===== config.mk =====
export PLATFORM = sky130hd
export DESIGN_NAME = nor_wbuf_prog
export DESIGN_NICKNAME = d
export VERILOG_FILES = /design/src/rtl/nor_wbuf_prog.sv
export SDC_FILE = /design/constraint.sdc
export NUM_CORES = 1
export LEC_CHECK = 0
export ABC_AREA = 1
export BUFFER_PORTS_ARGS = -buffer_cell sky130_fd_sc_hd__buf_2
export CORE_UTILIZATION = 53
export DETAILED_ROUTE_END_ITERATION = 6
export GPL_TIMING_DRIVEN = 0
export PLACE_DENSITY_LB_ADDON = 0.2
export REMOVE_ABC_BUFFERS = 1
export SLEW_MARGIN = 20
export SYNTH_ARGS = -nofsm -noshare
export SYNTH_HDL_FRONTEND = slang
export SYNTH_SLANG_ARGS = --single-unit

===== constraint.sdc =====
create_clock -name clk -period 2.2 [get_ports clk]
set_clock_uncertainty 0.15 [all_clocks]
set_input_delay 0.11 -clock clk [delete_from_list [all_inputs] [get_ports clk]]
set_output_delay 0.11 -clock clk [all_outputs]
set_load 0.01 [all_outputs]

===== src/rtl/nor_wbuf_prog.sv =====
module nor_wbuf_prog #(
  parameter int AW        = 23,
  parameter int DW        = 16,
  parameter int BUF_WORDS = 32,
  parameter int T_SU      = 1,
  parameter int T_WP      = 2,
  parameter int T_H       = 1
) (
  input  logic                               clk,
  input  logic                               rst_n,
  input  logic                               start,
  input  logic [AW-1:0]                      start_addr,
  input  logic [$clog2(BUF_WORDS+1)-1:0]     word_count,
  input  logic                               in_valid,
  input  logic [DW-1:0]                      in_data,
  output logic                               in_ready,
  output logic                               fl_ce_n,
  output logic                               fl_oe_n,
  output logic                               fl_we_n,
  output logic [AW-1:0]                      fl_addr,
  output logic [DW-1:0]                      fl_dout,
  output logic                               done,
  output logic                               err
);
  localparam int CW  = $clog2(BUF_WORDS+1);
  localparam int LEN = T_SU + T_WP + T_H;
  localparam int LW  = $clog2(LEN+1);
  localparam logic [AW-1:0] ADR_UNLK1 = AW'(12'h555);
  localparam logic [AW-1:0] ADR_UNLK2 = AW'(12'h2AA);
  localparam logic [DW-1:0] DAT_UNLK1 = DW'(8'hAA);
  localparam logic [DW-1:0] DAT_UNLK2 = DW'(8'h55);
  localparam logic [DW-1:0] CMD_LOAD  = DW'(8'h25);
  localparam logic [DW-1:0] CMD_CONF  = DW'(8'h29);

  typedef enum logic [1:0] {S_IDLE, S_BUS, S_WAIT} st_t;
  typedef enum logic [2:0] {P_UNLK1, P_UNLK2, P_LOAD, P_CNT, P_DATA, P_CONF} ph_t;

  st_t           st;
  ph_t           ph;
  logic [LW-1:0] tick;
  logic [AW-1:0] addr_q, base_q, last_q;
  logic [DW-1:0] dout_q;
  logic [CW-1:0] remain;
  logic          done_q, err_q;

  wire bad_cnt = (word_count == '0) || (word_count > CW'(BUF_WORDS));
  wire cyc_end = (st == S_BUS) && (tick == LW'(LEN-1));

  always_ff @(posedge clk or negedge rst_n) begin
    if (!rst_n) begin
      st     <= S_IDLE;
      ph     <= P_UNLK1;
      tick   <= '0;
      addr_q <= '0;
      base_q <= '0;
      last_q <= '0;
      dout_q <= '0;
      remain <= '0;
      done_q <= 1'b0;
      err_q  <= 1'b0;
    end else begin
      done_q <= 1'b0;
      err_q  <= 1'b0;
      case (st)
        S_IDLE: if (start) begin
          if (bad_cnt) begin
            err_q <= 1'b1;
          end else begin
            base_q <= start_addr;
            remain <= word_count;
            addr_q <= ADR_UNLK1;
            dout_q <= DAT_UNLK1;
            ph     <= P_UNLK1;
            tick   <= '0;
            st     <= S_BUS;
          end
        end
        S_WAIT: if (in_valid) begin
          dout_q <= in_data;
          last_q <= addr_q;
          tick   <= '0;
          st     <= S_BUS;
        end
        S_BUS: if (!cyc_end) begin
          tick <= tick + 1'b1;
        end else begin
          tick <= '0;
          case (ph)
            P_UNLK1: begin ph <= P_UNLK2; addr_q <= ADR_UNLK2; dout_q <= DAT_UNLK2; end
            P_UNLK2: begin ph <= P_LOAD;  addr_q <= base_q;    dout_q <= CMD_LOAD;  end
            P_LOAD:  begin ph <= P_CNT;   dout_q <= DW'(remain - 1'b1);              end
            P_CNT:   begin ph <= P_DATA;  st <= S_WAIT;                              end
            P_DATA: begin
              remain <= remain - 1'b1;
              if (remain == CW'(1)) begin
                ph     <= P_CONF;
                addr_q <= last_q;
                dout_q <= CMD_CONF;
              end else begin
                addr_q <= addr_q + 1'b1;
                st     <= S_WAIT;
              end
            end
            default: begin
              st     <= S_IDLE;
              done_q <= 1'b1;
            end
          endcase
        end
        default: st <= S_IDLE;
      endcase
    end
  end

  assign in_ready = (st == S_WAIT);
  assign fl_ce_n  = (st == S_IDLE);
  assign fl_oe_n  = 1'b1;
  assign fl_we_n  = !((st == S_BUS) && (tick >= LW'(T_SU)) && (tick < LW'(T_SU + T_WP)));
  assign fl_addr  = addr_q;
  assign fl_dout  = dout_q;
  assign done     = done_q;
  assign err      = err_q;

  AST_WE_UNDER_CE: assert property (@(posedge clk) disable iff (!rst_n) !fl_we_n |-> !fl_ce_n);
  AST_WE_LOW_STABLE: assert property (@(posedge clk) disable iff (!rst_n)
    (!fl_we_n && $past(!fl_we_n)) |-> ($stable(fl_addr) && $stable(fl_dout)));
  AST_WAIT_HOLDS_CE: assert property (@(posedge clk) disable iff (!rst_n) in_ready |-> (!fl_ce_n && fl_we_n));
  AST_DONE_SINGLE: assert property (@(posedge clk) disable iff (!rst_n) done |=> !done);
  AST_DONE_AT_CE_RISE: assert property (@(posedge clk) disable iff (!rst_n) done |-> (fl_ce_n && $past(!fl_ce_n)));
  AST_ERR_NO_BUS: assert property (@(posedge clk) disable iff (!rst_n) err |-> (fl_ce_n && !$past(!fl_ce_n)));
  AST_OE_HIGH: assert property (@(posedge clk) disable iff (!rst_n) fl_oe_n);
endmodule


==> impl_metrics.xml <==
<?xml version="1.0" encoding="UTF-8"?>
<metrics>
  <group name="run_status">
    <metric name="status" unit="">finished clean</metric>
  </group>
  <group name="pwr">
    <metric name="clkPwrFrac" unit="%">15.9</metric>
    <metric name="power_density" unit="mW/mm^2">1180</metric>
    <metric name="static_leakage" unit="uW">0.00363</metric>
    <metric name="share_of_total_power_in_sequential_cells" unit="%">36.8</metric>
    <metric name="p_comb_share" unit="%">47.4</metric>
    <metric name="intPower" unit="uW">4770</metric>
    <metric name="netSwitchingPower" unit="uW">3710</metric>
    <metric name="ir_worst_vdd" unit="mV">0.536</metric>
    <metric name="power_switching_share" unit="%">43.7</metric>
  </group>
  <group name="layout">
    <metric name="layout.nets" unit="">957</metric>
    <metric name="syn2layout_area_growth" unit="%">27.4</metric>
    <metric name="post_route_cells_drive_above_1_share" unit="%">21.2</metric>
    <metric name="layout.cells.most_common" unit="">nand2_1</metric>
    <metric name="layout_common_cells" unit="">nand2_1, dfrtp_1, buf_2</metric>
    <metric name="number_of_inserted_diodes" unit="">0</metric>
    <metric name="finish.instance_area" unit="sq mm">0.00718</metric>
  </group>
  <group name="detailed_routing">
    <metric name="detail_route.wl_per_cell" unit="um">15.0</metric>
    <metric name="drt_iter0_markers" unit="">381</metric>
    <metric name="vias_per_cell" unit="">5.39</metric>
    <metric name="detail_route.wirelength" unit="um">15600</metric>
    <metric name="route.antenna.remaining_nets" unit="">0</metric>
    <metric name="routed-via-count" unit="">5610</metric>
    <metric name="drc_errors" unit="">0</metric>
    <metric name="pre_antenna_drt_iters" unit="">5</metric>
  </group>
  <group name="setup_path">
    <metric name="timing.critical_path.slowest_cell_delay" unit="ps">570</metric>
    <metric name="crit_path_end_kind" unit="">flip-flop</metric>
    <metric name="crit_arrival" unit="ps">2290</metric>
    <metric name="slowest_stage" unit="">dlygate4sd3_1</metric>
    <metric name="critical_path_required" unit="ps">2310</metric>
    <metric name="worstSetupStartpointType" unit="">primary input</metric>
    <metric name="critical_path.cell_chain" unit="">dlygate4sd3_1 -&gt; buf_2 -&gt; nor2_2 -&gt; nand3_1 -&gt; nand2_1 -&gt; dlygate4sd3_1 -&gt; a21oi_1 -&gt; dlygate4sd3_1</metric>
    <metric name="path_class" unit="">primary input to flip-flop</metric>
    <metric name="critPathMaxFanout" unit="">2</metric>
    <metric name="crit_path_frequent_cell" unit="">dlygate4sd3_1</metric>
  </group>
  <group name="yosys">
    <metric name="netlist-cell-type-count" unit="">35</metric>
    <metric name="synth.yosys.warnings" unit="">0</metric>
    <metric name="yosysTopAreaCell" unit="">dfrtp_1</metric>
    <metric name="ys_seq_area_share" unit="%">44.8</metric>
    <metric name="synthTopCellsByArea" unit="">dfrtp_1, nand2_1, o21ai_0</metric>
    <metric name="synth_cells" unit="">753</metric>
    <metric name="ys_seq_elements" unit="">101</metric>
    <metric name="synthDominantCellAreaShare" unit="%">44.8</metric>
    <metric name="synth.cell_area" unit="sq mm">0.00564</metric>
    <metric name="synthesis.area_per_instance" unit="sq um">7.49</metric>
  </group>
  <group name="die">
    <metric name="placement_rows" unit="">37</metric>
    <metric name="die_area" unit="sq mm">0.0111</metric>
    <metric name="top_level_ports" unit="">94</metric>
    <metric name="die_height" unit="um">105</metric>
    <metric name="die_width" unit="um">105</metric>
    <metric name="initial_core_util" unit="%">54.6</metric>
    <metric name="placeableCoreArea" unit="sq mm">0.0103</metric>
  </group>
  <group name="clock_tree">
    <metric name="clock_insertion_delay_worst_skew" unit="ps">380</metric>
    <metric name="tritoncts_num_sinks" unit="">101</metric>
    <metric name="ctsLongestPathBuffers" unit="">2</metric>
    <metric name="clock_pin_slew_worst_setup_and_hold_paths" unit="ps">90</metric>
    <metric name="tritoncts.num_buffers" unit="">9</metric>
    <metric name="tritoncts" unit="">yes</metric>
    <metric name="clk_root_buffer_cell" unit="">clkbuf_8</metric>
    <metric name="clock_tree.htree_level_count" unit="">3</metric>
  </group>
  <group name="grt">
    <metric name="met1_track_demand_over_resource_in_global_routing" unit="%">38.6</metric>
    <metric name="pin_count_of_the_biggest_net_entering_global_routing" unit="">64</metric>
    <metric name="first_global_vias" unit="">5359</metric>
    <metric name="grt_pass1_wl" unit="um">25500</metric>
    <metric name="grtUsageMet3" unit="%">5.55</metric>
    <metric name="number_of_antenna_violations_at_the_first_check_in_global_routing" unit="">0</metric>
    <metric name="groute.layer.met2.usage" unit="%">47.1</metric>
    <metric name="overflow" unit="">0</metric>
    <metric name="grt_most_used_layer" unit="">met2</metric>
    <metric name="groute.usage.overall" unit="%">29.5</metric>
  </group>
  <group name="sta">
    <metric name="timing.final.crit_share" unit="%">99.0</metric>
    <metric name="min_period" unit="ps">2180</metric>
    <metric name="highest_attainable_clock_frequency" unit="MHz">459</metric>
    <metric name="timing_max_transition_violations_final" unit="">0</metric>
    <metric name="totalNegativeSetupSlack" unit="ps">0</metric>
    <metric name="final-setup-viol-count" unit="">0</metric>
    <metric name="rsz0062_at_grt" unit="">true</metric>
    <metric name="timing_hold_violations_final" unit="">0</metric>
    <metric name="setup_slack" unit="ps">22.2</metric>
  </group>
  <group name="place">
    <metric name="preCtsSetupSlack" unit="ps">-1380</metric>
    <metric name="place.detailed.hpwl" unit="um">9240</metric>
    <metric name="port_buffers" unit="">92</metric>
    <metric name="place_congestion" unit="">0.838</metric>
    <metric name="cell_area_reported_after_detailed_placement" unit="sq mm">0.00613</metric>
  </group>
  <group name="min_path">
    <metric name="hold_class" unit="">primary input to flip-flop</metric>
  </group>
  <group name="run">
    <metric name="maxCapViolCount" unit="">0</metric>
  </group>
</metrics>
cell type report:
class / instances / area [sq um]
fill: 840 / 3140
multi-input combinational: 561 / 2830
sequential: 101 / 2530
timing repair buffer: 160 / 1140
inverter: 64 / 267
tap: 136 / 170
clock buffer: 12 / 155
clock inverter: 4 / 70.1
timing repair inverter: 2 / 16.3
power groups by stage:
stage	Clock [uW]	Combinational [uW]	Sequential, uW
after floorplan	0	2200	3090
after global placement	0	3190	3090
after detailed placement	0	3290	3120
after CTS	1370	3720	3100
after global routing	1450	4460	3210
final	1340	4010	3120
stage by stage:
stage               total power, uW  utilization (%)  hold WS [ps]  instances
floorplan                      5290                -          -336        724
global placement               6280             59.0           170        952
detailed placement             6410             59.4          -102        953
CTS                            8190             68.1          8.32       1031
global route                   9120             69.6          26.0       1040
finish                         8480             69.6          26.0       1040
registers in the layout, indices dropped and copies added, names as in the netlist:
signal,cells
remain,6
last_q,23
err,1
base_q,23
tick,3
ph,3
done,1
st,2
fl_addr,23
fl_dout,16
metal layers:
metal  share of wire [%]  routed length (um)
met1                  43                6700
met2                  47                7280
met3                 7.3                1140
met4                 3.0                 468
met5                   0                   0
synthesized netlist by cell type, drive strengths merged:
cell type  instances
inv               63
ha                 9
nand3b             1
and3               1
clkbuf             8
a211oi             2
o211ai             2
or2                3
xor2               5
nand2            268
a21oi             19
o22ai              2
nand4              6
nor2              85
nor3               3
mux2              22
xnor2              3
conb               1
o21ai             89
clkinv             1
dfrtp            101
buf               21
o31ai              1
nand3             37
final timing paths:
path	start	endpoint	slack (ps)	cells after the start
setup / recovery	word_count[3]	err$_DFF_PN0_	20	8
hold / removal	in_data[2]	fl_dout[2]$_DFFE_PN0P_	30	5
setup reg to reg	st[0]$_DFFE_PN0P_	fl_addr[3]$_DFFE_PN0P_	40	10
hold reg to reg	fl_dout[3]$_DFFE_PN0P_	fl_dout[3]$_DFFE_PN0P_	330	2
max in group asynchronous	rst_n	st[0]$_DFFE_PN0P_	1220	3
min in group asynchronous	rst_n	last_q[8]$_DFFE_PN0P_	60	2
cells by family after synthesis:
| kind of cell | share of synthesized area [%] |
|---|---|
| AND/OR/NAND/NOR | 29.5 |
| AO/OA/AOI/OAI | 10.6 |
| other | 0.0665 |
| multiplexers | 4.39 |
| buffers and inverters | 7.41 |
| XOR/XNOR | 1.24 |
| adder cells (fa/ha/maj) | 2.00 |
| flip-flops | 44.8 |
critical path, delay by kind of cell:
family                 cells  cell delay [ps]
buffers and inverters      4             1840
and+or+nand+nor            3              290
AOI/OAI and AO/OA          1               60
repair_timing:
action,4_1_cts,5_1_grt
endpoints found under the setup margin,95,51
pin swaps,5,6
hold buffers,46,0
hold endpoints to repair,145,0
buffers inserted,13,8
resized for setup,21,18
gates cloned,3,1
Power figures use the tool's default switching activity.
